$ cat config.mk
export PLATFORM = sky130hd
export DESIGN_NAME = mpx_serial_rx
export DESIGN_NICKNAME = d
export VERILOG_FILES = /design/src/rtl/mpx_rx_pkg.sv /design/src/rtl/mpx_tick_gen.sv /design/src/rtl/mpx_frame_rx.sv /design/src/rtl/mpx_status.sv /design/src/rtl/mpx_serial_rx.sv
export SDC_FILE = /design/constraint.sdc
export NUM_CORES = 1
export LEC_CHECK = 0
export ABC_CLOCK_PERIOD_IN_PS = 1800
export BUFFER_PORTS_ARGS = -buffer_cell sky130_fd_sc_hd__buf_2
export CORE_MARGIN = 2
export CORE_UTILIZATION = 35
export DETAILED_ROUTE_END_ITERATION = 8
export PLACE_DENSITY = 0.66
export SLEW_MARGIN = 20
export SYNTH_ARGS = -nofsm -noshare
export SYNTH_HDL_FRONTEND = slang
export SYNTH_SLANG_ARGS = --single-unit
$ cat constraint.sdc
create_clock -name clk -period 1.8 [get_ports clk]
set_clock_uncertainty 0.1 [all_clocks]
set_input_delay 0.27 -clock clk [delete_from_list [all_inputs] [get_ports clk]]
set_output_delay 0.27 -clock clk [all_outputs]
set_load 0.02 [all_outputs]
$ cat src/rtl/mpx_rx_pkg.sv
package mpx_rx_pkg;
   typedef enum logic [1:0] {
      RX_IDLE  = 2'd0,
      RX_START = 2'd1,
      RX_BITS  = 2'd2,
      RX_STOP  = 2'd3
   } rx_state_t;
endpackage

$ cat src/rtl/mpx_tick_gen.sv
module mpx_tick_gen #(
   parameter int CLK_DIV = 4
) (
   input  logic clk,
   input  logic rst_n,
   input  logic restart,
   output logic tick
);
   localparam int DIV_W = (CLK_DIV > 1) ? $clog2(CLK_DIV) : 1;
   localparam logic [DIV_W-1:0] DIV_LAST = DIV_W'(CLK_DIV - 1);

   logic [DIV_W-1:0] div_cnt;

   always_ff @(posedge clk or negedge rst_n) begin
      if (!rst_n)                  div_cnt <= '0;
      else if (restart || tick)    div_cnt <= '0;
      else                         div_cnt <= div_cnt + 1'b1;
   end

   assign tick = !restart && (div_cnt == DIV_LAST);
endmodule

$ cat src/rtl/mpx_frame_rx.sv
module mpx_frame_rx
   import mpx_rx_pkg::*;
#(
   parameter int OVS    = 16,
   parameter int DATA_W = 8
) (
   input  logic              clk,
   input  logic              rst_n,
   input  logic              en,
   input  logic              block,
   input  logic              line,
   input  logic              tick,
   output logic              restart,
   output logic              done,
   output logic              stop_ok,
   output logic [DATA_W:0]   frame_bits
);
   localparam int CNT_W = $clog2(OVS);
   localparam int IDX_W = $clog2(DATA_W + 2);
   localparam logic [CNT_W-1:0] MID_CNT  = CNT_W'(OVS / 2 - 1);
   localparam logic [CNT_W-1:0] LAST_CNT = CNT_W'(OVS - 1);
   localparam logic [IDX_W-1:0] LAST_IDX = IDX_W'(DATA_W);

   rx_state_t        state;
   logic [CNT_W-1:0] cnt;
   logic [IDX_W-1:0] idx;
   logic [DATA_W:0]  shreg;

   always_ff @(posedge clk or negedge rst_n) begin
      if (!rst_n) begin
         state <= RX_IDLE;
         cnt   <= '0;
         idx   <= '0;
         shreg <= '0;
      end else if (!en) begin
         state <= RX_IDLE;
      end else begin
         unique case (state)
            RX_IDLE: begin
               cnt <= '0;
               idx <= '0;
               if (!block && !line) state <= RX_START;
            end
            RX_START: if (tick) begin
               if (cnt == MID_CNT) begin
                  cnt   <= '0;
                  state <= line ? RX_IDLE : RX_BITS;
               end else begin
                  cnt <= cnt + 1'b1;
               end
            end
            RX_BITS: if (tick) begin
               if (cnt == LAST_CNT) begin
                  cnt   <= '0;
                  shreg <= {line, shreg[DATA_W:1]};
                  if (idx == LAST_IDX) state <= RX_STOP;
                  else                 idx   <= idx + 1'b1;
               end else begin
                  cnt <= cnt + 1'b1;
               end
            end
            RX_STOP: if (tick) begin
               if (cnt == LAST_CNT) state <= RX_IDLE;
               else                 cnt   <= cnt + 1'b1;
            end
            default: state <= RX_IDLE;
         endcase
      end
   end

   assign restart    = (state == RX_IDLE);
   assign done       = en && (state == RX_STOP) && tick && (cnt == LAST_CNT);
   assign stop_ok    = line;
   assign frame_bits = shreg;
endmodule

$ cat src/rtl/mpx_status.sv
module mpx_status #(
   parameter int DATA_W = 8
) (
   input  logic              clk,
   input  logic              rst_n,
   input  logic              done,
   input  logic              stop_ok,
   input  logic [DATA_W:0]   frame_bits,
   input  logic              idwait_set,
   input  logic              dready_clr,
   input  logic              ovr_clr,
   input  logic              ferr_clr,
   output logic              idwait,
   output logic              dready,
   output logic              ovr,
   output logic              ferr,
   output logic [DATA_W-1:0] rdata
);
   logic is_id, good, skip, over, take;

   always_comb begin
      is_id = frame_bits[DATA_W];
      good  = done && stop_ok;
      skip  = good && idwait && !is_id;
      over  = good && !skip && dready;
      take  = good && !skip && !dready;
   end

   always_ff @(posedge clk or negedge rst_n) begin
      if (!rst_n) begin
         idwait <= 1'b0;
         dready <= 1'b0;
         ovr    <= 1'b0;
         ferr   <= 1'b0;
         rdata  <= '0;
      end else begin
         if (take) rdata <= frame_bits[DATA_W-1:0];
         dready <= take | (dready & ~dready_clr);
         ovr    <= over | (ovr & ~ovr_clr);
         ferr   <= (done && !stop_ok) | (ferr & ~ferr_clr);
         idwait <= idwait_set | (idwait & ~(take & is_id));
      end
   end
endmodule

$ cat src/rtl/mpx_serial_rx.sv
module mpx_serial_rx #(
   parameter int CLK_DIV     = 4,
   parameter int OVS         = 16,
   parameter int DATA_W      = 8,
   parameter int SYNC_STAGES = 2
) (
   input  logic              clk,
   input  logic              rst_n,
   input  logic              rxd,
   input  logic              rx_en,
   input  logic              idwait_set,
   input  logic              dready_clr,
   input  logic              ovr_clr,
   input  logic              ferr_clr,
   output logic              rxd_level,
   output logic              idwait,
   output logic              dready,
   output logic              ovr,
   output logic              ferr,
   output logic [DATA_W-1:0] rdata
);
   generate
      if (CLK_DIV < 2)            begin : g_bad_div  $error("CLK_DIV must be at least 2"); end
      if (OVS < 4 || OVS % 2 != 0) begin : g_bad_ovs  $error("OVS must be even and at least 4"); end
      if (DATA_W < 1)             begin : g_bad_w    $error("DATA_W must be positive"); end
      if (SYNC_STAGES < 0)        begin : g_bad_sync $error("SYNC_STAGES must not be negative"); end
   endgenerate

   logic line_s;

   generate
      if (SYNC_STAGES == 0) begin : g_nosync
         assign line_s = rxd;
      end else begin : g_sync
         logic [SYNC_STAGES-1:0] sync_q;
         for (genvar i = 0; i < SYNC_STAGES; i++) begin : g_stage
            always_ff @(posedge clk or negedge rst_n) begin
               if (!rst_n) sync_q[i] <= 1'b1;
               else        sync_q[i] <= (i == 0) ? rxd : sync_q[(i == 0) ? 0 : i - 1];
            end
         end
         assign line_s = sync_q[SYNC_STAGES-1];
      end
   endgenerate

   logic restart, tick, done, stop_ok;
   logic [DATA_W:0] frame_bits;

   mpx_tick_gen #(.CLK_DIV(CLK_DIV)) u_tick (
      .clk(clk), .rst_n(rst_n), .restart(restart), .tick(tick)
   );

   mpx_frame_rx #(.OVS(OVS), .DATA_W(DATA_W)) u_frame (
      .clk(clk), .rst_n(rst_n), .en(rx_en), .block(ovr | ferr),
      .line(line_s), .tick(tick), .restart(restart), .done(done),
      .stop_ok(stop_ok), .frame_bits(frame_bits)
   );

   mpx_status #(.DATA_W(DATA_W)) u_status (
      .clk(clk), .rst_n(rst_n), .done(done), .stop_ok(stop_ok),
      .frame_bits(frame_bits), .idwait_set(idwait_set),
      .dready_clr(dready_clr), .ovr_clr(ovr_clr), .ferr_clr(ferr_clr),
      .idwait(idwait), .dready(dready), .ovr(ovr), .ferr(ferr), .rdata(rdata)
   );

   assign rxd_level = line_s;
endmodule

==> results.md, run 1 <==
Run status:
- The flow ran to the end, but the final reports show violations.
- The final reports fail on negative setup slack.

Logic synthesis:
- The flip-flop and latch count after synthesis is 35.
- The flip-flop cell with the highest count after synthesis is sky130_fd_sc_hd__dfrtp_1.
- The post-synthesis cell type with the largest combined area is sky130_fd_sc_hd__dfrtp_1.
- Of all flip-flops after synthesis, the portion carrying an async set or reset was 1.000.
- Synthesis produced a netlist with a net count of 141.
- The portion of the post-synthesis area used by sequential elements is 0.5379.
- Yosys attributes the largest share of cell area to sky130_fd_sc_hd__dfrtp_1 51%, sky130_fd_sc_hd__mux2_2 8.3%, sky130_fd_sc_hd__mux2_4 7.4%, sky130_fd_sc_hd__dfstp_2 3.2%, sky130_fd_sc_hd__ha_1 3.1%.
- Each instance of the synthesized netlist takes up on average ~13 um^2.
- The synthesized instance count is around 130.
- The area share of the largest cell type after synthesis is 0.5057.
- The number of unique standard cell types used by synthesis is 43.
- The number of flops mapped to enable cells by yosys is 0.
- After synthesis the cells add up to 0.001633 mm^2.
- The Yosys step of the flow raised 0 warnings.

Worst setup path:
- The required time of the critical path is 1.88 ns.
- The type of element capturing the critical path is a flop.
- The type of element launching the critical path is a flop.
- The setup path with the least slack is of type reg2reg.
- Of all nets on the critical path, the largest fanout is 9.
- The data arrival time of the worst path is 1.91 ns.
- For this run, the slowest stage of the critical path takes 0.36 ns.
- The highest-delay cell along the critical path is sky130_fd_sc_hd__dfrtp_1.
- The signal on the critical path passes through ha_2, and4_4, nand3_2, or3_1, buf_6, mux2_4.

Placement:
- At the placement stage, the worst setup path has a slack of -0.07185 ns.
- The final weighted congestion of routability-driven global placement is between 0.7 and 0.8.
- After legalization and detailed placement, the total HPWL measured 2422 um.
- The total placed instance area is 0.001964 mm^2.
- The post-placement cell count is 218.
- In this run the tool buffered the top-level ports with 20 buffer cells.

Global routing:
- The pin count of the biggest net entering global routing is 36.
- The via count of the first global-routing pass is 1195.
- The first global-routing pass estimated 5430 um of wire.
- Global routing finished with a remaining overflow of 0.
- The total routing usage reported by global routing is 0.1373.
- The number of antenna violations at the first check in global routing came to 0.

Detailed routing:
- The routed design has 3293 um of wire.
- The detailed router placed ~1200 vias in this run.
- For this block, the initial DRC count from the detailed router was 44.
- The average via count per standard cell is 5.113.
- In this run the top signal layer used is met4.
- For this block, wires on met1 add up to approximately 1400 um.
- The first TritonRoute pass finished after 4 iterations.
- The per-cell routed wire length is 14.26 um.
- The routed wire length on met3 is between 100 and 150 um.
- Once detail routing completed, the nets flagged for antenna violations numbered 0.
- The final routed DRC violation total is 0.
- The amount of wire on met2 after detailed routing is 1664 um.

Timing:
- The slew of the pin with the lowest slew margin is roughly 0.43 ns.
- Setup repair after global routing could not meet its margin everywhere.
- Subtracting the final worst setup slack from the clock period gives 1.836 ns.
- The count of final setup violators is 8.
- The timing-limited maximum frequency is ~540 MHz.
- Of the available clock period, the critical path in the final layout requires 1.020.
- Once routing completed, OpenROAD measured the worst setup slack at -0.03623 ns.
- The worst slew margin relative to its limit is 0.7154.
- The number of max-slew violations in the final report was 0.
- The final-report hold violation count is 0.

CTS:
- After clock tree synthesis, the clock-pin slew on the worst setup and hold paths is 0.08 ns.
- The CTS buffer count is 5.
- No sink is reached through more buffers than the 2 on the longest clock path.
- Counting every sink on the clock net gives 35.
- The clock insertion delay at the later pin of the skew report is 0.29 ns.
- The H-tree generated during clock tree synthesis spans 2 levels.
- The root buffer cell chosen for the clock tree is sky130_fd_sc_hd__clkbuf_8.
- TritonCTS built the clock tree.

Cells and area:
- In the final layout, flip-flops and latches occupy 878.3 um^2.
- The finished layout holds ~230 standard cells, fillers aside.
- The final standard cell area without fillers is around 0.0022 mm^2.
- The share of layout cells above drive strength 1 is 0.5028.
- The number of antenna diodes in the final layout is 0.
- The number of inserted filler cells in the final layout is 387.
- The synthesis-to-finish area growth is 32.18%.
- The footprint of the multi-input gates is 767.0 um^2.
- The total number of nets in the final design is 190.
- The final core utilization is 0.4889.

Min path:
- In this run the worst hold path is classified as in2reg.

Job:
- The number of maximum-capacitance constraint violations is 0.

Power:
- The internal cell power is 1.130 mW.
- Of the total power, combinational logic draws 0.077.
- The part of the power in the clock network is 0.379.
- Dividing total power by cell area gives a power density of 695.3 mW/mm^2.
- Across the VDD grid, the largest voltage drop is 0.5809 mV.
- The net switching power is 0.3708 mW.
- Total power for the finished layout comes to between 1.5 and 2 mW.
- The analysis attributes to cell leakage a power of 1.066 nW.
- Of the total power, registers draw 0.544.
- Of the total power, the share spent switching nets is 0.2471.

Floorplan:
- The count of pins on the block boundary is 21.
- After floorplanning, the core was sized to cover 0.004414 mm^2.
- From left edge to right edge, the die measures 72.30 um.
- The overall die height is between 70 and 80 um.
- The floorplan row count is 24.
- The total die area is 0.005227 mm^2.
- For this configuration, the core starts out at a cell density of 0.3699.
-- path summary, 6_finish.rpt --
kind	slack [ns]	endpoint	depth (start not counted)	startpoint
worst max-delay path	-0.04	u_status.rdata[7]	6	u_frame.cnt[1]
worst min-delay path	0.05	u_status.dready	2	dready_clr
worst max register to register	-0.04	u_status.rdata[7]	6	u_frame.cnt[1]
worst min register to register	0.26	rxd_level	0	g_sync.sync_q[0]
max in group asynchronous	0.83	g_sync.sync_q[0]	3	rst_n
min in group asynchronous	0.43	u_frame.idx[1]	3	rst_n
-- state kept, by name, indices dropped and copies added (netlist names) --
| register | count |
|---|---|
| u_status.ovr | 1 |
| u_status.rdata | 8 |
| u_frame.frame_bits | 9 |
| u_tick.div_cnt | 2 |
| u_status.dready | 1 |
| g_sync.sync_q | 1 |
| u_frame.cnt | 4 |
| u_status.ferr | 1 |
| rxd_level | 1 |
| u_frame.state | 2 |
| u_status.idwait | 1 |
| u_frame.idx | 4 |
-- metrics by stage --
stage	TNS [ns]	hold slack [ns]
final	-0.2607	0.05190
after global routing	-0.8788	0.04039
after CTS	-0.2924	0.04878
after detailed placement	-0.6775	0.2271
after global placement	-0.2345	0.2215
after floorplan	-0.5019	-0.1256
-- cells in the mapped netlist (4+ instances only) --
library cell              count
sky130_fd_sc_hd__nand3_1      4
sky130_fd_sc_hd__nor2_1       6
sky130_fd_sc_hd__nand2_1      7
sky130_fd_sc_hd__ha_1         4
sky130_fd_sc_hd__o21ai_0      5
sky130_fd_sc_hd__dfrtp_1     33
sky130_fd_sc_hd__mux2_4       8
sky130_fd_sc_hd__mux2_2      12
sky130_fd_sc_hd__nor4_1       4
sky130_fd_sc_hd__inv_1        6
-- critical path, delay by kind of cell, from the launching register on --
family        cells  cell delay, ns
simple gates      3            0.62
buf+inv           1            0.16
fa+ha+maj         1            0.19
flops             1            0.36
mux               1            0.29
-- layout make-up --
class | count | share of cell area
Inverter | 6 | 0.01043
Sequential cell | 35 | 0.4070
Clock inverter | 3 | 0.009275
Timing Repair Buffer | 47 | 0.1559
Tap cell | 52 | 0.03014
Multi-Input combinational cell | 83 | 0.3554
Clock buffer | 5 | 0.03188
-- cell usage in the layout, fill, tap and decap left out, types with 2 or more instances in the layout --
master and count:
sky130_fd_sc_hd__a21oi_1 2, sky130_fd_sc_hd__a22o_1 2, sky130_fd_sc_hd__buf_12 2, sky130_fd_sc_hd__buf_2 20, sky130_fd_sc_hd__buf_4 22, sky130_fd_sc_hd__clkbuf_8 5, sky130_fd_sc_hd__clkinvlp_4 2, sky130_fd_sc_hd__dfrtp_1 33
sky130_fd_sc_hd__dfstp_2 2, sky130_fd_sc_hd__dlygate4sd3_1 2, sky130_fd_sc_hd__ha_1 2, sky130_fd_sc_hd__inv_1 6, sky130_fd_sc_hd__mux2_2 12, sky130_fd_sc_hd__mux2_4 8, sky130_fd_sc_hd__nand2_1 7, sky130_fd_sc_hd__nand2b_1 2
sky130_fd_sc_hd__nand3_1 3, sky130_fd_sc_hd__nor2_1 6, sky130_fd_sc_hd__nor4_1 2, sky130_fd_sc_hd__nor4_4 2, sky130_fd_sc_hd__o21ai_0 4
-- layer usage --
layer  track usage  vias up
li1              -      564
met1        0.1623      592
met2        0.2294       18
met3       0.04861        7
met4       0.05241        0
met5             0        -
-- power groups by stage --
stage                     sequential (mW)  combinational [mW]  clock [mW]
after global routing                0.818               0.128       0.610
final                               0.817               0.115       0.568
after CTS                           0.813               0.110       0.584
after detailed placement            0.828               0.102           0
after floorplan                     0.827              0.0447           0
after global placement              0.828              0.0964           0
-- cells by family (layout without fill, tap and decap cells) --
group / Yosys count / in the layout / synth area share
flip-flops: 35 / 35 / 0.5379
AO/OA/AOI/OAI: 20 / 20 / 0.08660
multiplexers: 21 / 21 / 0.1625
buffers and inverters: 11 / 61 / 0.03525
XOR/XNOR: 1 / 1 / 0.005365
AND/OR/NAND/NOR: 37 / 37 / 0.1418
adder cells (fa/ha/maj): 4 / 4 / 0.03065
-- timing repair --
action	CTS	global route
pin swaps	1	3
buffers inserted	1	2
gates resized for setup	5	7
setup endpoints to repair	14	19
hold buffers	2	0
endpoints found under the hold margin	34	0
Power figures use the tool's default switching activity.
==> inputs of run 2 (changes only) <==
--- a/config.mk
+++ b/config.mk
@@ -5,7 +5,7 @@
 export SDC_FILE = /design/constraint.sdc
 export NUM_CORES = 1
 export LEC_CHECK = 0
-export ABC_CLOCK_PERIOD_IN_PS = 1800
+export ABC_CLOCK_PERIOD_IN_PS = 1600
 export BUFFER_PORTS_ARGS = -buffer_cell sky130_fd_sc_hd__buf_2
 export CORE_MARGIN = 2
 export CORE_UTILIZATION = 35
==> constraint.sdc (replaced) <==
create_clock -name clk -period 1.6 [get_ports clk]
set_clock_uncertainty 0.1 [all_clocks]
set_input_delay 0.24 -clock clk [delete_from_list [all_inputs] [get_ports clk]]
set_output_delay 0.24 -clock clk [all_outputs]
set_load 0.02 [all_outputs]
==> run 2 against run 1 <==
The flow still finishes with violations (negative setup slack). Critical path depth is the same. Non-clock buffer count grew 26. First-iteration DRC count grew 55%. Clock-buffer cell count is the same. Register-to-register slack lost 0.24 ns. Setup slack lost 0.24 ns. Hold slack lost 0.047 ns. Die area is the same. Global-route usage grew 2.8 points. Sequential power grew 12%. Critical path type unchanged. Critical endpoint is now u_status.rdata[4]. Largest power group unchanged.
==> results.md, run 2 (same netlist as run 1, synthesis figures left out) <==
Run status:
- The run finished, with violations left.
- The final reports fail on negative setup slack.

Cells and area:
- The most frequent standard cell in the layout excluding fill and tap cells is sky130_fd_sc_hd__buf_4.
- The number of standard cells in the final layout excluding fillers came to 257 (+11%).
- The share of layout cells above drive strength 1 is 0.6244 (+0.1216).
- The number of inserted filler cells in the final layout is 366 (-5.4%).
- The number of flip-flops under the largest register name is 9 (unchanged).
- Leaving out fill and tap cells, the most frequent cells in the layout are 37 x sky130_fd_sc_hd__buf_4, 33 x sky130_fd_sc_hd__dfrtp_1, 20 x sky130_fd_sc_hd__buf_2.
- The register area is 878.3 um^2 (unchanged).
- The final standard cell area without fillers came to 0.002520 mm^2 (+17%).
- The total number of nets in the final design is 216 (+14%).
- The synthesis-to-finish area growth is 54.33%.
- The antenna diode count is 0 (unchanged).
- The footprint of the multi-input gates is 875.8 um^2 (+14%).

Power:
- The power per cell area was 691.7 mW/mm^2 (-0.53%).
- The switching power share of the total came to 0.2543 (+0.007295).
- The internal cell power is 1.300 mW (+15%).
- The largest voltage drop on the vdd net is 0.3831 mV (-34%).
- The overall power after layout was 1.743 mW (+16%).
- The net switching power is 0.4433 mW (+20%).
- The sequential cell fraction of total power is 0.526 (-0.018).
- The part of the power in the clock network is 0.375 (-0.004).
- The leakage power figure is 1.239 nW (+16%).
- The part of the total power dissipated in combinational logic was 0.099 (+0.022).

Global routing:
- The pin count of the biggest net entering global routing is 36 (unchanged).
- The number of antenna violations at the first check in global routing is 0 (unchanged).
- The first-pass GRT wire length was 6644 um (+22%).
- The total congestion overflow after global routing is 0 (unchanged).
- The via count of the first global-routing pass is 1394 (+17%).
- The total routing usage reported by global routing was 0.1650 (+0.02767).

Detailed routing:
- The count of antenna-violating nets left after detailed routing is 0 (unchanged).
- The final routed DRC violation total is 0 (unchanged).
- The total routed wirelength was 4127 um (+25%).
- The first-iteration detailed-routing DRC count is 68 (+55%).
- The total vias in the final route is 1305 (+10%).
- The average via count per standard cell is 5.078 (-0.68%).
- The first-pass detailed-route iteration total was 4 (unchanged).
- The per-cell routed wire length is 16.06 um (+13%).

Worst setup path:
- The highest net fanout along the worst path is 5 (-4).
- The required time of the critical path is 1.68 ns (-0.20 ns).
- Walking the worst path, the cells encountered are ha_2, and3_4, nand3_4, or3_4, buf_6, mux2_4.
- The top cell family by delay on the critical path is simple AND/OR/NAND/NOR gates.
- The worst setup path category is reg2reg.
- The biggest cell delay along the critical path came to 0.37 ns (about the same).
- The count of buffering cells on the critical path with inverters included came to 1 (unchanged).
- The data arrival time of the worst path was 1.96 ns (+0.05 ns).
- The type of element launching the critical path is a flop.
- The type of element capturing the critical path is a flop.
- The largest individual stage delay along the critical path comes from the cell sky130_fd_sc_hd__dfrtp_1.

Job:
- The number of maximum-capacitance constraint violations came to 0 (unchanged).

CTS:
- The CTS buffer count is 5 (unchanged).
- The cell at the root of the clock tree is sky130_fd_sc_hd__clkbuf_8.
- The maximum level of the CTS H-tree came to 2 (unchanged).
- The maximum buffer depth of the clock tree is 2 (unchanged).
- TritonCTS built the clock tree.
- The clock insertion delay at the later pin of the skew report is 0.29 ns (about the same).
- The count of clock tree sinks is 35 (unchanged).
- The post-CTS clock slew at the launch and capture registers of the worst setup and hold paths is 0.08 ns (about the same).

Timing:
- The sum of negative setup slack is -4.674 ns (-4.413 ns).
- Setup repair after global routing could not meet its margin everywhere.
- The worst setup slack after layout is -0.2769 ns (-0.2407 ns).
- The minimum clock period after layout is 1.877 ns (+0.04071 ns).
- The timing-limited maximum frequency is 532.8 MHz (-2.2%).
- The slew of the pin with the lowest slew margin is 0.2940 ns (-0.1329 ns).
- The worst slew margin relative to its limit was 0.8022 (+0.08679).
- The portion of the clock cycle consumed by the worst path in the final layout is 1.173 (+0.1530).
- The final-report hold violation count is 0 (unchanged).
- The number of max-slew violations in the final report came to 0 (unchanged).
- The count of final setup violators is 28 (+20).

Placement:
- The placed wire-length estimate came to 2563 um (+5.8%).
- The count of input and output buffers is 20 (unchanged).
- The post-placement cell count is 233 (+6.9%).
- The minimum setup slack after placement came to -0.3142 ns (-0.2424 ns).
- The final weighted congestion of routability-driven global placement came to 0.8310 (+5.0%).
- The total placed instance area is 0.002077 mm^2 (+5.7%).

Min path:
- The min-delay analysis places its worst path in the category in2reg.

Floorplan:
- The horizontal extent of the die was 72.30 um (unchanged).
- The count of pins on the block boundary came to 21 (unchanged).
- The floorplan row count was 24 (unchanged).
- The starting density of the core is 0.3699 (unchanged).
- The total core area is 0.004414 mm^2 (unchanged).
- The total die area is 0.005227 mm^2 (unchanged).
- The overall die height is 72.30 um (unchanged).
==> run 2: cell count changes in the layout (fill, tap and decap cells not counted), sizes merged <==
cell	before	now
buf	45	71
==> run 2: what timing repair did <==
item,4_1_cts,5_1_grt
cloned,2,0
endpoints found under the hold margin,34,0
buffers inserted,10,5
hold buffers,2,0
pin swaps,8,8
gates resized for setup,37,17
setup endpoints to repair,29,30
==> run 2: power groups by stage <==
stage	combinational (mW)	clock, mW	sequential, mW
3_3_place_gp	0.132	0	0.929
6_report	0.173	0.653	0.916
5_1_grt	0.191	0.713	0.917
2_1_floorplan	0.0503	0	0.930
4_1_cts	0.169	0.667	0.915
3_5_place_dp	0.139	0	0.931
==> run 2: routing by layer <==
metal,GRT usage,up-vias,wire length [um]
met5,0,-,0
met4,0.07128,0,61
met3,0.03194,5,89
met2,0.2701,17,2168
met1,0.2126,663,1806
li1,-,620,-
==> run 2: final cells by class <==
type | instances | share of cell area
clock buffer | 5 | 0.02731
sequential | 35 | 0.3486
tap | 52 | 0.02582
inverter | 6 | 0.008937
timing repair buffer | 73 | 0.2339
clock inverter | 3 | 0.007944
multi-input combinational | 83 | 0.3476
==> run 2: final timing paths <==
| path | startpoint | cells past startpoint | end | slack (ns) |
|---|---|---|---|---|
| max | u_tick.div_cnt[0] | 6 | u_status.rdata[4] | -0.28 |
| min | dready_clr | 2 | u_status.dready | 0.005 |
| max reg2reg | u_tick.div_cnt[0] | 6 | u_status.rdata[4] | -0.28 |
| min reg2reg | g_sync.sync_q[0] | 0 | rxd_level | 0.26 |
| max in group asynchronous | rst_n | 3 | rxd_level | 0.82 |
| min in group asynchronous | rst_n | 3 | u_frame.idx[2] | 0.34 |
==> run 2: stage by stage <==
| step | util | hold WS (ns) |
|---|---|---|
| 2_1_floorplan | - | -0.1556 |
| 3_3_place_gp | 0.4705 | 0.1110 |
| 3_5_place_dp | 0.4705 | 0.1145 |
| 4_1_cts | 0.5519 | 0.02450 |
| 5_1_grt | 0.5709 | 0.002162 |
| 6_report | 0.5709 | 0.004697 |
==> inputs of run 3 (changes only) <==
--- a/config.mk
+++ b/config.mk
@@ -10,7 +10,7 @@
 export CORE_MARGIN = 2
 export CORE_UTILIZATION = 35
 export DETAILED_ROUTE_END_ITERATION = 8
-export PLACE_DENSITY = 0.66
+export PLACE_DENSITY_LB_ADDON = 0.2
 export SLEW_MARGIN = 20
 export SYNTH_ARGS = -nofsm -noshare
 export SYNTH_HDL_FRONTEND = slang
==> run 3 against run 2 <==
The run still ends with negative setup slack left. First-iteration DRC count rose by 18%. Cell count fell by 3.9%. Setup slack improved by 0.0014 ns. Fmax barely moved. Global-route usage fell by 1.3 points. Die area did not move. Sequential power barely moved. Critical path depth did not move. Via count fell by 4.3%. Critical endpoint is now u_status.rdata[6]. Largest power group is now the clock network.
==> results.md, run 3 (same netlist as run 1, synthesis figures left out) <==
Run status:
- The run finished, with violations left.
- The checks that failed: negative setup slack.

Power:
- The largest voltage drop on the vdd net is 0.5082 mV (+33%).
- The leakage power figure was 1.201 nW (-3.0%).
- The power per cell area came to 825.3 mW/mm^2 (+19%).
- The overall power after layout is 2.025 mW (+16%).

Cells and area:
- The number of inserted filler cells in the final layout is 366 (unchanged).
- In the layout the commonest cells are 33 x sky130_fd_sc_hd__dfrtp_1, 30 x sky130_fd_sc_hd__buf_4, 20 x sky130_fd_sc_hd__buf_2.
- The antenna diode count came to 0 (unchanged).
- The number of standard cells in the final layout excluding fillers is 247 (-3.9%).
- The number of flip-flops under the largest register name was 9 (unchanged).
- The most frequent standard cell in the layout excluding fill and tap cells is sky130_fd_sc_hd__dfrtp_1.
- From synthesis to final layout, the design area changed by 50.27%.
- The total number of nets in the final design came to 206 (-4.6%).
- The share of layout cells above drive strength 1 came to 0.5897 (-0.03465).
- The footprint of the multi-input gates is 859.6 um^2 (-1.9%).
- The final standard cell area without fillers came to 0.002454 mm^2 (-2.6%).
- The final core utilization is 0.5558 (-0.01502).
- The register area is 878.3 um^2 (unchanged).

Detailed routing:
- The count of antenna-violating nets left after detailed routing is 0 (unchanged).
- The total routed wirelength was 3668 um (-11%).
- The per-cell routed wire length is 14.85 um (-7.5%).
- The first-iteration detailed-routing DRC count came to 80 (+18%).
- The first-pass detailed-route iteration total was 4 (unchanged).
- The average via count per standard cell was 5.057 (-0.42%).
- The total vias in the final route came to 1249 (-4.3%).
- The final routed DRC violation total came to 0 (unchanged).

Global routing:
- The total routing usage reported by global routing is 0.1520 (-0.01298).
- The total congestion overflow after global routing is 0 (unchanged).
- The number of antenna violations at the first check in global routing is 0 (unchanged).
- The pin count of the biggest net entering global routing is 21 (-42%).
- The via count of the first global-routing pass is 1353 (-2.9%).
- The first-pass GRT wire length is 6141 um (-7.6%).

Placement:
- The final weighted congestion of routability-driven global placement is 0.7756 (-6.7%).
- The placed wire-length estimate is 2449 um (-4.5%).
- The post-placement cell count is 231 (-0.86%).
- The total placed instance area is 0.002062 mm^2 (-0.72%).
- The count of input and output buffers is 20 (unchanged).

Worst setup path:
- The type of element launching the critical path is a flop.
- The data arrival time of the worst path is 1.94 ns (-0.02 ns).
- The worst setup path is of the reg2reg kind.
- The beginning of the critical path is u_tick.div_cnt[0].
- The highest net fanout along the worst path was 5 (unchanged).
- The startpoint identified for the worst register-to-register timing path is u_tick.div_cnt[0].
- The required time of the critical path is 1.67 ns (about the same).
- The type of element capturing the critical path is a flop.

CTS:
- The TritonCTS clock tree is built.
- The CTS buffer count is 5 (unchanged).
- The count of clock tree sinks is 35 (unchanged).
- The clock insertion delay at the later pin of the skew report is 0.28 ns (about the same).
- The root buffer cell chosen for the clock tree is sky130_fd_sc_hd__clkbuf_8.
- The post-CTS clock slew at the launch and capture registers of the worst setup and hold paths is 0.07 ns (about the same).
- The maximum level of the CTS H-tree is 2 (unchanged).
- The maximum buffer depth of the clock tree is 2 (unchanged).

Timing:
- The worst slew margin relative to its limit is 0.7160 (-0.08617).
- The timing-limited maximum frequency is 533.2 MHz (about the same).
- Setup repair after global routing could not meet its margin everywhere.
- The count of final setup violators was 28 (unchanged).
- The worst setup slack after layout is -0.2756 ns (+0.001375 ns).
- The slew of the pin with the lowest slew margin was 0.4260 ns (+0.1320 ns).
- The minimum clock period after layout is 1.876 ns (-0.001375 ns).
- The final-report hold violation count is 0 (unchanged).
- The number of max-slew violations in the final report is 0 (unchanged).
- The portion of the clock cycle consumed by the worst path in the final layout was 1.172 (about the same).
- The final-layout worst hold slack was 0.03178 ns (+0.02709 ns).

Min path:
- The path category of the worst min-delay check is in2reg.
- The startpoint identified for the worst hold timing path is dready_clr.

Floorplan:
- The starting density of the core is 0.3699 (unchanged).
- The total core area is 0.004414 mm^2 (unchanged).
- The floorplan row count came to 24 (unchanged).
- The horizontal extent of the die was 72.30 um (unchanged).
- The total die area came to 0.005227 mm^2 (unchanged).
- The overall die height came to 72.30 um (unchanged).
- The count of pins on the block boundary came to 21 (unchanged).

Job:
- The number of maximum-capacitance constraint violations is 0 (unchanged).
==> run 3: changes by cell type in the layout (fill, tap and decap cells not counted), moves of 2 or more <==
cell / previous run / this run
sky130_fd_sc_hd__buf_4: 37 / 30
sky130_fd_sc_hd__buf_6: 11 / 8
sky130_fd_sc_hd__bufinv_16: 0 / 2
sky130_fd_sc_hd__clkinvlp_4: 2 / 0
sky130_fd_sc_hd__mux2_2: 1 / 3
sky130_fd_sc_hd__mux2_4: 19 / 17
==> run 3: routing by layer <==
metal | wire length (um) | part of all wire | track usage | up-vias
met4 | 24 | 0.0065 | 0.03774 | 0
li1 | - | - | - | 599
met2 | 1995 | 0.54 | 0.2681 | 20
met5 | 0 | 0 | 0 | -
met1 | 1540 | 0.42 | 0.1858 | 628
met3 | 108 | 0.029 | 0.03750 | 2
==> run 3: worst max-delay path, cell delays in order (launching register included) <==
cell,delay [ns]
sky130_fd_sc_hd__dfrtp_1,0.39
sky130_fd_sc_hd__ha_2,0.21
sky130_fd_sc_hd__and3_4,0.21
sky130_fd_sc_hd__nand3_4,0.08
sky130_fd_sc_hd__or3_4,0.35
sky130_fd_sc_hd__buf_6,0.15
sky130_fd_sc_hd__mux2_4,0.29
==> run 3: power by group <==
group / internal [mW] / switching, mW / total [mW] / leakage, nW
clock network: 0.623 / 0.310 / 0.933 / 0.0654
registers: 0.904 / 0.0141 / 0.918 / 0.472
logic: 0.0944 / 0.0798 / 0.174 / 0.663
total: 1.62 / 0.404 / 2.02 / 1.20
==> run 3: cell type report <==
cell class / instances / share of cell area
repair buffers: 63 / 0.2019
flip-flops and latches: 35 / 0.3580
clock inverters: 2 / 0.02448
multi-input cells: 83 / 0.3503
well taps: 52 / 0.02652
inverters: 6 / 0.009179
clock buffers: 6 / 0.02958
==> run 3: timing repair <==
item | in CTS | in global routing
cloned | 1 | 0
hold buffers | 2 | 0
buffers inserted | 1 | 4
endpoints found under the setup margin | 29 | 29
hold endpoints to repair | 14 | 0
pin swaps | 9 | 4
gates resized for setup | 32 | 12
==> run 3: per-stage QoR <==
| stage | worst slack, ns | TNS [ns] |
|---|---|---|
| final | -0.2756 | -4.486 |
| after global routing | -0.3348 | -5.892 |
| after CTS | -0.2669 | -3.581 |
| after detailed placement | -0.2896 | -6.378 |
| after global placement | -0.2404 | -5.198 |
| after floorplan | -0.2607 | -4.339 |
==> run 3: worst paths after layout <==
path / cells after the start / slack [ns] / to
max: 6 / -0.28 / u_status.rdata[6]
min: 2 / 0.03 / u_status.dready
max reg2reg: 6 / -0.28 / u_status.rdata[6]
min reg2reg: 0 / 0.26 / rxd_level
max in group asynchronous: 3 / 0.63 / u_status.dready
min in group asynchronous: 2 / 0.33 / u_frame.state[0]
